--- src/rtl/cic3_pkg.sv ---
package cic3_pkg;

    localparam int DEF_IN_W  = 16;
    localparam int DEF_MAX_R = 5;
    localparam int ORDER     = 3;

    typedef enum logic [1:0] {
        RATE_5   = 2'b00,
        RATE_4   = 2'b01,
        RATE_2   = 2'b10,
        RATE_RSV = 2'b11
    } rate_sel_e;

    function automatic int acc_width(int in_w, int max_r);
        return in_w + ORDER * $clog2(max_r);
    endfunction

    function automatic int ratio_of(rate_sel_e s);
        case (s)
            RATE_5:  return 5;
            RATE_2:  return 2;
            default: return 4;
        endcase
    endfunction

endpackage

--- src/rtl/cic3_phase.sv ---
module cic3_phase
    import cic3_pkg::*;
#(
    parameter int MAX_R = DEF_MAX_R,
    localparam int CW   = $clog2(MAX_R + 1)
) (
    input  logic          clk,
    input  logic          rst,
    input  logic          clr,
    input  logic          in_valid,
    input  logic [CW-1:0] ratio,
    output logic          strike,
    output logic          settled
);

    logic [CW-1:0] cnt_q;
    logic [1:0]    settle_q;

    assign strike  = in_valid && !clr && (cnt_q >= ratio - CW'(1));
    assign settled = (settle_q == 2'd2);

    always_ff @(posedge clk) begin
        if (clr) begin
            cnt_q    <= '0;
            settle_q <= '0;
        end else if (in_valid) begin
            cnt_q <= strike ? '0 : cnt_q + CW'(1);
            if (strike && settle_q != 2'd2)
                settle_q <= settle_q + 2'd1;
        end
    end

    // a clear empties the phase and settling counts
    p_phase_clear_r5: assert property (@(posedge clk) disable iff (rst)
        clr |=> (cnt_q == '0 && settle_q == 2'd0));

    // settling progress only goes back on a clear
    p_settle_mono_r7: assert property (@(posedge clk) disable iff (rst)
        (settle_q != 2'd0 && !clr) |=> (settle_q >= $past(settle_q)));

endmodule

--- src/rtl/cic3_integ.sv ---
module cic3_integ
    import cic3_pkg::*;
#(
    parameter int IN_W  = DEF_IN_W,
    parameter int ACC_W = acc_width(DEF_IN_W, DEF_MAX_R)
) (
    input  logic                    clk,
    input  logic                    rst,
    input  logic                    clr,
    input  logic                    en,
    input  logic signed [IN_W-1:0]  x,
    output logic signed [ACC_W-1:0] sum_nxt
);

    logic signed [ACC_W-1:0] acc_q [ORDER];
    logic signed [ACC_W-1:0] chain [ORDER+1];

    assign chain[0] = {{(ACC_W-IN_W){x[IN_W-1]}}, x};

    for (genvar g = 0; g < ORDER; g++) begin : g_stage
        assign chain[g+1] = acc_q[g] + chain[g];
        always_ff @(posedge clk) begin
            if (clr)
                acc_q[g] <= '0;
            else if (en)
                acc_q[g] <= chain[g+1];
        end
    end

    assign sum_nxt = chain[ORDER];

    // a clear empties every integrator
    p_integ_clear_r5: assert property (@(posedge clk) disable iff (rst)
        clr |=> (acc_q[0] == '0 && acc_q[ORDER-1] == '0));

endmodule

--- src/rtl/cic3_comb.sv ---
module cic3_comb
    import cic3_pkg::*;
#(
    parameter int ACC_W = acc_width(DEF_IN_W, DEF_MAX_R)
) (
    input  logic                    clk,
    input  logic                    rst,
    input  logic                    clr,
    input  logic                    en,
    input  logic signed [ACC_W-1:0] x,
    output logic signed [ACC_W-1:0] y
);

    logic signed [ACC_W-1:0] dly_q [ORDER];
    logic signed [ACC_W-1:0] diff  [ORDER+1];

    assign diff[0] = x;

    for (genvar g = 0; g < ORDER; g++) begin : g_stage
        assign diff[g+1] = diff[g] - dly_q[g];
        always_ff @(posedge clk) begin
            if (clr)
                dly_q[g] <= '0;
            else if (en)
                dly_q[g] <= diff[g];
        end
    end

    assign y = diff[ORDER];

    // comb delays move only on a group completion
    p_comb_hold_r1: assert property (@(posedge clk) disable iff (rst)
        (!en && !clr) |=> $stable(dly_q[0]));

endmodule

--- src/rtl/cic3_decim.sv ---
module cic3_decim
    import cic3_pkg::*;
#(
    parameter int IN_W   = DEF_IN_W,
    parameter int MAX_R  = DEF_MAX_R,
    localparam int ACC_W = acc_width(IN_W, MAX_R),
    localparam int CW    = $clog2(MAX_R + 1)
) (
    input  logic             clk,
    input  logic             rst,
    input  logic             flush,
    input  logic             bypass,
    input  logic [1:0]       rate_sel,
    input  logic             in_valid,
    input  logic [IN_W-1:0]  in_data,
    output logic             out_valid,
    output logic [ACC_W-1:0] out_data,
    output logic [ACC_W-1:0] rd_data
);

    logic                    clr;
    logic [CW-1:0]           ratio;
    logic                    strike;
    logic                    settled;
    logic                    emit;
    logic signed [ACC_W-1:0] integ_sum;
    logic signed [ACC_W-1:0] comb_out;
    logic        [ACC_W-1:0] raw_ext;

    assign clr     = rst || flush || bypass;
    assign ratio   = CW'(ratio_of(rate_sel_e'(rate_sel)));
    assign raw_ext = {{(ACC_W-IN_W){in_data[IN_W-1]}}, in_data};

    cic3_phase #(.MAX_R(MAX_R)) u_phase (
        .clk(clk), .rst(rst), .clr(clr), .in_valid(in_valid),
        .ratio(ratio), .strike(strike), .settled(settled)
    );

    cic3_integ #(.IN_W(IN_W), .ACC_W(ACC_W)) u_integ (
        .clk(clk), .rst(rst), .clr(clr), .en(in_valid),
        .x(in_data), .sum_nxt(integ_sum)
    );

    cic3_comb #(.ACC_W(ACC_W)) u_comb (
        .clk(clk), .rst(rst), .clr(clr), .en(strike),
        .x(integ_sum), .y(comb_out)
    );

    assign emit = strike && settled;

    always_ff @(posedge clk) begin
        if (rst) begin
            out_valid <= 1'b0;
            out_data  <= '0;
            rd_data   <= '0;
        end else if (bypass) begin
            out_valid <= in_valid;
            out_data  <= in_valid ? raw_ext : '0;
            if (in_valid)
                rd_data <= raw_ext;
        end else begin
            out_valid <= emit;
            out_data  <= emit ? comb_out : '0;
            if (emit)
                rd_data <= comb_out;
        end
    end

    // bypass echoes the sample, sign-extended, one cycle later
    p_bypass_echo_r4: assert property (@(posedge clk) disable iff (rst)
        (bypass && in_valid) |=> (out_valid &&
            out_data == {{(ACC_W-IN_W){$past(in_data[IN_W-1])}}, $past(in_data)}));

    // the held register agrees with every emitted word
    p_rd_tracks_r6: assert property (@(posedge clk) disable iff (rst)
        out_valid |-> (rd_data == out_data));

    // no output without an accepted sample the cycle before
    p_out_needs_in_r3: assert property (@(posedge clk) disable iff (rst)
        out_valid |-> $past(in_valid));

    // a flush in filter mode silences the next cycle
    p_flush_quiet_r5: assert property (@(posedge clk) disable iff (rst)
        (flush && !bypass) |=> !out_valid);

endmodule

--- config.mk ---
export PLATFORM = sky130hd
export DESIGN_NAME = cic3_decim
export DESIGN_NICKNAME = d
export VERILOG_FILES = /design/src/rtl/cic3_pkg.sv /design/src/rtl/cic3_phase.sv /design/src/rtl/cic3_integ.sv /design/src/rtl/cic3_comb.sv /design/src/rtl/cic3_decim.sv
export SDC_FILE = /design/constraint.sdc
export NUM_CORES = 1
export LEC_CHECK = 0
export BUFFER_PORTS_ARGS = -buffer_cell sky130_fd_sc_hd__buf_2
export CAP_MARGIN = 20
export CORE_ASPECT_RATIO = 1.75
export CORE_MARGIN = 5
export CORE_UTILIZATION = 50
export DETAILED_ROUTE_END_ITERATION = 8
export PLACE_DENSITY = 0.67
export SETUP_SLACK_MARGIN = 0.15
export SLEW_MARGIN = 10
export SYNTH_ARGS = -nofsm -noshare
export SYNTH_HDL_FRONTEND = slang
export SYNTH_SLANG_ARGS = --single-unit
--- constraint.sdc ---
create_clock -name clk -period 12.85 [get_ports clk]
set_input_delay 2.57 -clock clk [delete_from_list [all_inputs] [get_ports clk]]
set_output_delay 2.57 -clock clk [all_outputs]
set_load 0.02 [all_outputs]
==> results.json, run 1 <==
{
  "fmax_mhz": 88.5,
  "die_w_um": 138,
  "numCtsBuffers": 21,
  "finClkSkew_ns": 0.0189,
  "cts_tree": "built",
  "routed_via_density": 5.48,
  "h-tree-depth": 1,
  "area_growth_pct": 9.62,
  "postSynthAreaPerCell_um2": 9.24,
  "first_pass_iters": 5,
  "critical_path_peak_fanout": 6,
  "drt_iter0_markers": 475,
  "clkLatencyLatePin_ns": 0.53,
  "syn_inst": 1562,
  "critPathCaptureType": "flop",
  "min-delay-start": "rd_data[0]",
  "use_met2_pct": 38.0,
  "grt.busiest_layer": "met2",
  "timing.max_slew.rel_slack_pct": 29.0,
  "grt_max_degree": 77,
  "use_met3_pct": 2.50,
  "path_clk_slew_ns": 0.07,
  "cts_repair_resize_count": 0,
  "n_fill_cell": 2593,
  "netlist-cell-type-count": 71,
  "n_antenna_cell": 0,
  "syn_area_um2": 14400,
  "cp.arrival_ns": 11.70,
  "syn-num-nets": 1747,
  "reg2reg_depth": 42,
  "slew_viol_final": 0,
  "postCtsHoldBufs": 0,
  "cts_max_path_buffers": 3,
  "fin_crit_ns": 11.30,
  "synthArstFlopShare_pct": 0,
  "utilization_pct": 55.3,
  "status": "finished, final reports clean",
  "ys.flop_type": "edfxtp_1",
  "start_util_pct": 50.4,
  "cts-root-buf": "clkbuf_16",
  "antenna_left": 0,
  "place_area_um2": 15200,
  "gp_congestion": 0.856,
  "die_area_um2": 32500,
  "final-setup-viol-count": 0,
  "drive_gt1_share_pct": 8.22,
  "yosysSeqAreaShare_pct": 39.0,
  "nets": 1814,
  "grt_use_met1_pct": 19.5,
  "r2r-start": "u_integ.acc_q[0][1]",
  "min_period_over_period_pct": 87.9,
  "hp-class": "reg2reg",
  "worstMarginPinSlew_ns": 1.06,
  "portBuffers": 73,
  "num_vias": 11100,
  "cts.sinks": 206,
  "r2r_slack_ns": 3.31,
  "rsz0062_at_grt": "false",
  "fp.dieH_um": 235,
  "synth_edf_count": 150,
  "grt_pass1_wl_um": 53300,
  "critPathSlowestCell": "a2111oi_0",
  "post_cts_buffers": 0,
  "path_class": "in2reg",
  "r2r-end": "rd_data[24]",
  "final_area_um2": 15800,
  "globalRouteTotalUtil_pct": 19.7,
  "cpPeakStageDelay_ns": 0.49,
  "cap_violations": 0,
  "wl_per_cell_um": 16.2,
  "drcViolationCount": 0,
  "worstHoldPathCells": 2,
  "core_area_um2": 28600,
  "hold_violations": 0,
  "wirelength_um": 32700,
  "critPathLaunchType": "input port",
  "io_pins": 74,
  "antenna_found_initial": 0,
  "yosysWarnings": 0,
  "overflow": 0,
  "cp_data_required_time_ns": 13.25,
  "grt_pass1_vias": 11100,
  "dpl.hpwl_um": 25300,
  "ys_seq_elements": 206,
  "min_to": "rd_data[0]",
  "core.rowCount": 82,
  "setup_tns_ns": 0
}
==> cell type report <==
type / instances / area (um^2) / area share (%)
Tap cell: 378 / 473 / 2.99
Clock inverter: 9 / 45.0 / 0.285
Sequential cell: 206 / 5630 / 35.6
Multi-Input combinational cell: 1172 / 8140 / 51.4
Inverter: 147 / 552 / 3.49
Timing Repair Buffer: 81 / 425 / 2.69
Clock buffer: 28 / 564 / 3.57
==> worst max-delay path: cells and delay by family <==
| kind | cells | cell delay [ns] |
|---|---|---|
| AOI/OAI and AO/OA | 20 | 4.50 |
| adders and majority gates | 6 | 1.90 |
| xor gates and xnor gates | 6 | 1.29 |
| and+or+nand+nor | 9 | 1.22 |
| buffers and inverters | 2 | 0.21 |
==> sequential cells by signal, indices dropped and copies added (netlist names) <==
register	count
u_phase.settle_q	2
rd_data	25
u_comb.dly_q	75
out_valid	1
out_data	25
u_phase.cnt_q	3
u_integ.acc_q	75
==> synthesized netlist by cell type, types with 3 or more instances <==
master	instances	area (um^2)
nand4_1	10	62.6
nand2_1	78	293
dfxtp_1	56	1120
nand3_1	17	85.1
a21o_1	42	315
and2_1	93	582
o31a_1	5	43.8
a31o_2	4	35.0
nor2_1	193	724
inv_1	147	552
a21boi_0	7	52.6
o21a_1	21	158
xnor2_1	81	709
nor2b_1	19	119
ha_1	156	1950
fa_1	6	120
a21oi_1	133	666
a31oi_1	9	56.3
a211o_1	4	35.0
a41oi_1	3	26.3
o31ai_1	5	37.5
a211oi_1	23	173
o211ai_1	7	52.6
or2_2	7	43.8
o22ai_1	4	25.0
edfxtp_1	150	4500
o41ai_1	4	35.0
and3_1	12	75.1
a311o_1	3	30.0
xor2_1	42	368
clkbuf_1	34	128
nand2b_1	26	163
o21bai_1	20	150
a22oi_1	7	52.6
nor3_1	26	130
o21ai_0	54	270
or3_1	9	56.3
nor4_1	3	18.8
==> how the worst max path moves through the flow <==
stage,cells after the start,start,slack (ns),end
2_1_floorplan,40,in_data[0],2.21,rd_data[24]
3_3_place_gp,43,in_data[0],1.21,rd_data[24]
3_5_place_dp,45,in_data[1],1.12,rd_data[24]
4_1_cts,43,in_data[0],1.59,rd_data[24]
5_1_grt,43,in_data[1],0.74,rd_data[24]
6_report,43,in_data[1],1.55,rd_data[24]
==> per-layer routing <==
layer / wire [um] / up-vias
li1: - / 5611
met1: 12100 / 5200
met2: 17400 / 187
met3: 1030 / 83
met4: 2170 / 0
met5: 0 / -
==> metrics by stage <==
step	cells	hold WS (ns)	worst slack [ns]
final	2021	0.454	1.55
after global routing	2021	0.475	0.742
after CTS	2021	0.453	1.59
after detailed placement	1984	0.445	1.12
after global placement	1984	0.441	1.21
after floorplan	1562	0.466	2.21
==> placed cells by master, fill, tap and decap left out, drive strengths merged, types with 5 or more instances in the layout <==
master / count
nand4: 10
nor2: 193
and2: 94
ha: 156
nor2b: 19
a21o: 42
o211ai: 7
a211oi: 23
nand2b: 26
buf: 81
o21a: 21
o21bai: 20
inv: 148
or3: 9
nand3: 17
xor2: 42
fa: 6
xnor2: 82
o31a: 5
a21boi: 7
nand2: 78
a31oi: 11
or2: 7
o31ai: 5
clkbuf: 28
a22oi: 7
nor3: 27
a21oi: 133
o21ai: 57
and3: 12
dfxtp: 56
clkinv: 8
edfxtp: 150
==> cells by family after synthesis <==
| logic type | synth area share [%] |
|---|---|
| AOI/OAI and AO/OA | 17.0 |
| xor gates and xnor gates | 7.90 |
| adders and majority gates | 14.4 |
| buffers and inverters | 4.80 |
| DFF | 39.0 |
| muxes | 0.0780 |
| and+or+nand+nor | 16.9 |
Power of run 1 is not shown: default switching activity piles up to over one toggle a cycle in this logic, so the estimate is an artifact.
==> inputs of run 2 (changes only) <==
--- a/config.mk
+++ b/config.mk
@@ -5,7 +5,7 @@
 export SDC_FILE = /design/constraint.sdc
 export NUM_CORES = 1
 export LEC_CHECK = 0
-export BUFFER_PORTS_ARGS = -buffer_cell sky130_fd_sc_hd__buf_2
+export BUFFER_PORTS_ARGS = -buffer_cell sky130_fd_sc_hd__clkbuf_2
 export CAP_MARGIN = 20
 export CORE_ASPECT_RATIO = 1.75
 export CORE_MARGIN = 5
==> constraint.sdc (replaced) <==
create_clock -name clk -period 11.45 [get_ports clk]
set_input_delay 2.29 -clock clk [delete_from_list [all_inputs] [get_ports clk]]
set_output_delay 2.29 -clock clk [all_outputs]
set_load 0.02 [all_outputs]
==> results.json, run 2 (synthesis results as in run 1) <==
{
  "hp-class": "reg2reg",
  "num_vias": 11300,
  "cts_tree": "built",
  "cap_violations": 0,
  "min_period_over_period_pct": 93.4,
  "crit_start": "in_data[0]",
  "holdWs_ns": 0.454,
  "timing.max_slew.rel_slack_pct": 30.1,
  "status": "finished, final reports clean",
  "routed_via_density": 5.52,
  "worstMarginPinSlew_ns": 1.05,
  "critical_path_peak_fanout": 8,
  "h-tree-depth": 1,
  "drcViolationCount": 0,
  "overflow": 0,
  "die_w_um": 138,
  "dpl.hpwl_um": 26100,
  "fin_crit_ns": 10.69,
  "critPathCaptureType": "flop",
  "antenna_left": 0,
  "hold_violations": 0,
  "nets": 1836,
  "critPathMostFrequentCell": "ha_1",
  "register_area_um2": 5630,
  "rsz0062_at_grt": "false",
  "cp_data_required_time_ns": 11.84,
  "final_cell_mix": "192 x nor2_1, 156 x ha_1, 150 x edfxtp_1",
  "cts_max_path_buffers": 3,
  "grt_pass1_vias": 11300,
  "path_class": "in2reg",
  "io_pins": 74,
  "cp.arrival_ns": 11.08,
  "cts-root-buf": "clkbuf_16",
  "antenna_found_initial": 0,
  "drive_gt1_share_pct": 10.4,
  "grt_pass1_wl_um": 54800,
  "wirelength_um": 33700,
  "start_util_pct": 50.4,
  "core_area_um2": 28600,
  "final-setup-viol-count": 0,
  "wl_per_cell_um": 16.5,
  "multi_input_area_um2": 8210,
  "fmax_mhz": 93.5,
  "slew_viol_final": 0,
  "numCtsBuffers": 21,
  "min-delay-start": "rd_data[4]",
  "first_pass_iters": 5,
  "drt_iter0_markers": 560,
  "n_fill_cell": 2604,
  "gp_congestion": 0.858,
  "finClkSkew_ns": 0.0122,
  "path_clk_slew_ns": 0.06,
  "critPathSlowestCell": "or4_1",
  "critPathLaunchType": "input port",
  "grt_max_degree": 77,
  "r2r-start": "u_integ.acc_q[0][1]",
  "die_area_um2": 32500,
  "portBuffers": 73,
  "area_growth_pct": 11.6,
  "final_common_cell": "nor2_1",
  "reg_top3": "u_comb.dly_q x75, u_integ.acc_q x75",
  "cts.sinks": 206,
  "fp.dieH_um": 235,
  "cpPeakStageDelay_ns": 0.55,
  "n_antenna_cell": 0,
  "globalRouteTotalUtil_pct": 20.1,
  "postCtsHoldBufs": 0,
  "clkLatencyLatePin_ns": 0.51,
  "core.rowCount": 82
}
## run 2: cell types whose count changed in the layout (fill, tap and decap cells not counted), sizes merged
cell | before | now
clkbuf | 28 | 100
buf | 81 | 30
clkinv | 8 | 9
inv | 148 | 149
## run 2: final timing paths
path	slack [ns]	cells after the start	endpoint
worst max register to register	2.27	43	rd_data[24]
worst max-delay path	0.76	42	rd_data[24]
worst min register to register	0.45	2	rd_data[4]
worst min-delay path	0.45	2	rd_data[4]
## run 2: worst max-delay path, delay by kind of cell
kind / cells / cell delay [ns]
simple gates: 10 / 2.30
xor+xnor: 6 / 1.07
compound gates: 17 / 3.09
buf+inv: 2 / 0.18
fa+ha+maj: 7 / 2.13
## run 2: metal layers
metal	global-route usage [%]	up-vias	share of wire, %
met5	0	-	0
met4	11.2	0	6.1
met3	2.22	93	3.3
met2	39.6	238	54
met1	20.0	5304	36
li1	-	5657	-
## run 2: layout make-up
| cell class | instances | area share, % |
|---|---|---|
| clock buffer | 27 | 3.60 |
| clock inverter | 11 | 0.350 |
| inverter | 147 | 3.43 |
| multi-input combinational | 1172 | 51.0 |
| sequential | 206 | 34.9 |
| tap | 378 | 2.94 |
| timing repair buffer | 103 | 3.79 |
## run 2: metrics by stage
stage	cells	worst slack, ns	utilization, %	setup TNS, ns	cell area [um^2]
after floorplan	1562	1.09	-	0	14400
after global placement	2001	0.141	53.6	0	15300
after detailed placement	2001	-0.0780	53.6	-0.0780	15300
after CTS	2039	0.432	55.8	0	16000
after global routing	2044	0.107	56.3	0	16100
final	2044	0.755	56.3	0	16100
## run 2: repair_timing
item / in CTS / in global routing
resized for setup: 0 / 15
setup buffers: 0 / 4
endpoints found under the setup margin: 0 / 5
hold endpoints to repair: 0 / 0
Power of run 2 is left out for the same reason.
==> inputs of run 3 (changes only) <==
--- a/config.mk
+++ b/config.mk
@@ -7,7 +7,6 @@
 export LEC_CHECK = 0
 export BUFFER_PORTS_ARGS = -buffer_cell sky130_fd_sc_hd__clkbuf_2
 export CAP_MARGIN = 20
-export CORE_ASPECT_RATIO = 1.75
 export CORE_MARGIN = 5
 export CORE_UTILIZATION = 50
 export DETAILED_ROUTE_END_ITERATION = 8
==> results.json, run 3 (synthesis results as in run 1) <==
{
  "die_w_um": 180,
  "path_clk_slew_ns": 0.06,
  "finClkSkew_ns": 0.0323,
  "core_area_um2": 28600,
  "r2r-start": "u_integ.acc_q[0][1]",
  "core.rowCount": 62,
  "reg2reg_depth": 41,
  "numCtsBuffers": 26,
  "clkLatencyLatePin_ns": 0.54,
  "gp_congestion": 0.863,
  "cts.sinks": 206,
  "min_period_over_period_pct": 93.6,
  "grt_pass1_vias": 10700,
  "cts_repair_resize_count": 0,
  "hp-class": "reg2reg",
  "nets": 1835,
  "n_fill_cell": 2502,
  "critPathMostFrequentCell": "ha_1",
  "antenna_left": 0,
  "dpl.hpwl_um": 24300,
  "start_util_pct": 50.4,
  "cts_max_path_buffers": 3,
  "area_growth_pct": 13.1,
  "worstHoldPathCells": 2,
  "fmax_mhz": 93.4,
  "globalRouteTotalUtil_pct": 19.1,
  "cp_data_required_time_ns": 11.87,
  "cap_violations": 0,
  "drt_iter0_markers": 662,
  "min_to": "rd_data[13]",
  "drive_gt1_share_pct": 10.8,
  "wl_per_cell_um": 15.9,
  "cpPeakStageDelay_ns": 0.56,
  "utilization_pct": 57.1,
  "fin_crit_ns": 10.71,
  "final_cell_mix": "191 x nor2_1, 156 x ha_1, 150 x edfxtp_1",
  "r2r_slack_ns": 2.19,
  "cts-root-buf": "clkbuf_16",
  "routed_via_density": 5.51,
  "min-delay-start": "rd_data[13]",
  "slew_viol_final": 0,
  "die_area_um2": 32400,
  "worstMarginPinSlew_ns": 1.06,
  "overflow": 0,
  "critical_path_peak_fanout": 6,
  "setup_tns_ns": 0,
  "reg_top3": "u_comb.dly_q x75, u_integ.acc_q x75",
  "n_antenna_cell": 0,
  "hold_violations": 0,
  "final_common_cell": "nor2_1",
  "critPathSlowestCell": "or4_1",
  "num_vias": 11300,
  "portBuffers": 73,
  "critPathCaptureType": "flop",
  "multi_input_area_um2": 8220,
  "rsz0062_at_grt": "false",
  "cts_tree": "built",
  "critPathLaunchType": "input port",
  "grt_pass1_wl_um": 52700,
  "path_class": "in2reg",
  "first_pass_iters": 5,
  "timing.max_slew.rel_slack_pct": 29.3,
  "drcViolationCount": 0,
  "register_area_um2": 5630,
  "antenna_found_initial": 0,
  "postCtsHoldBufs": 0,
  "r2r-end": "rd_data[24]",
  "grt_max_degree": 77,
  "cp.arrival_ns": 11.13,
  "wirelength_um": 32600,
  "fp.dieH_um": 180,
  "h-tree-depth": 1,
  "final-setup-viol-count": 0,
  "io_pins": 74,
  "post_cts_buffers": 0,
  "status": "finished, final reports clean"
}
[run 3: cell count changes in the layout (fill, tap and decap cells not counted), sizes merged]
cell / before / now
clkinv: 9 / 8
buf: 30 / 24
inv: 149 / 150
bufinv: 0 / 2
clkbuf: 100 / 106
[run 3: final cells by class]
| class | instances | area share (%) |
|---|---|---|
| clock buffers | 33 | 4.79 |
| clock inverters | 13 | 0.781 |
| inverters | 147 | 3.38 |
| multi-input cells | 1172 | 50.3 |
| flip-flops and latches | 206 | 34.4 |
| well taps | 384 | 2.94 |
| repair buffers | 97 | 3.34 |
[run 3: per-layer routing]
| metal | vias to the layer above | global-route usage, % | wire length [um] |
|---|---|---|---|
| met1 | 5309 | 26.1 | 15000 |
| met2 | 274 | 31.7 | 14900 |
| met5 | - | 0 | 0 |
| li1 | 5663 | - | - |
| met3 | 57 | 2.79 | 1640 |
| met4 | 0 | 5.88 | 1070 |
[run 3: critical path, delay by kind of cell]
kind / cells / cell delay [ns]
AOI/OAI and AO/OA: 19 / 3.57
xor gates and xnor gates: 6 / 1.07
adders and majority gates: 6 / 1.76
buffers and inverters: 2 / 0.20
and+or+nand+nor: 9 / 2.25
[run 3: worst max path at each step]
stage / start / endpoint / slack [ns] / cells past startpoint
2_1_floorplan: in_data[0] / rd_data[24] / 1.09 / 40
3_3_place_gp: in_data[0] / rd_data[24] / 0.16 / 40
3_5_place_dp: in_data[0] / rd_data[24] / 0.05 / 40
4_1_cts: in_data[0] / rd_data[24] / 0.57 / 40
5_1_grt: in_data[0] / rd_data[24] / 0.09 / 42
6_report: in_data[1] / rd_data[24] / 0.74 / 42
[run 3: metrics by stage]
step	std cells	setup slack [ns]	cell area [um^2]	hold slack, ns
after floorplan	1562	1.09	14400	0.466
after CTS	2052	0.569	16200	0.459
after detailed placement	2006	0.0540	15300	0.451
final	2052	0.738	16300	0.457
after global routing	2052	0.0865	16300	0.480
after global placement	2006	0.155	15300	0.442
Power of run 3 is left out for the same reason.
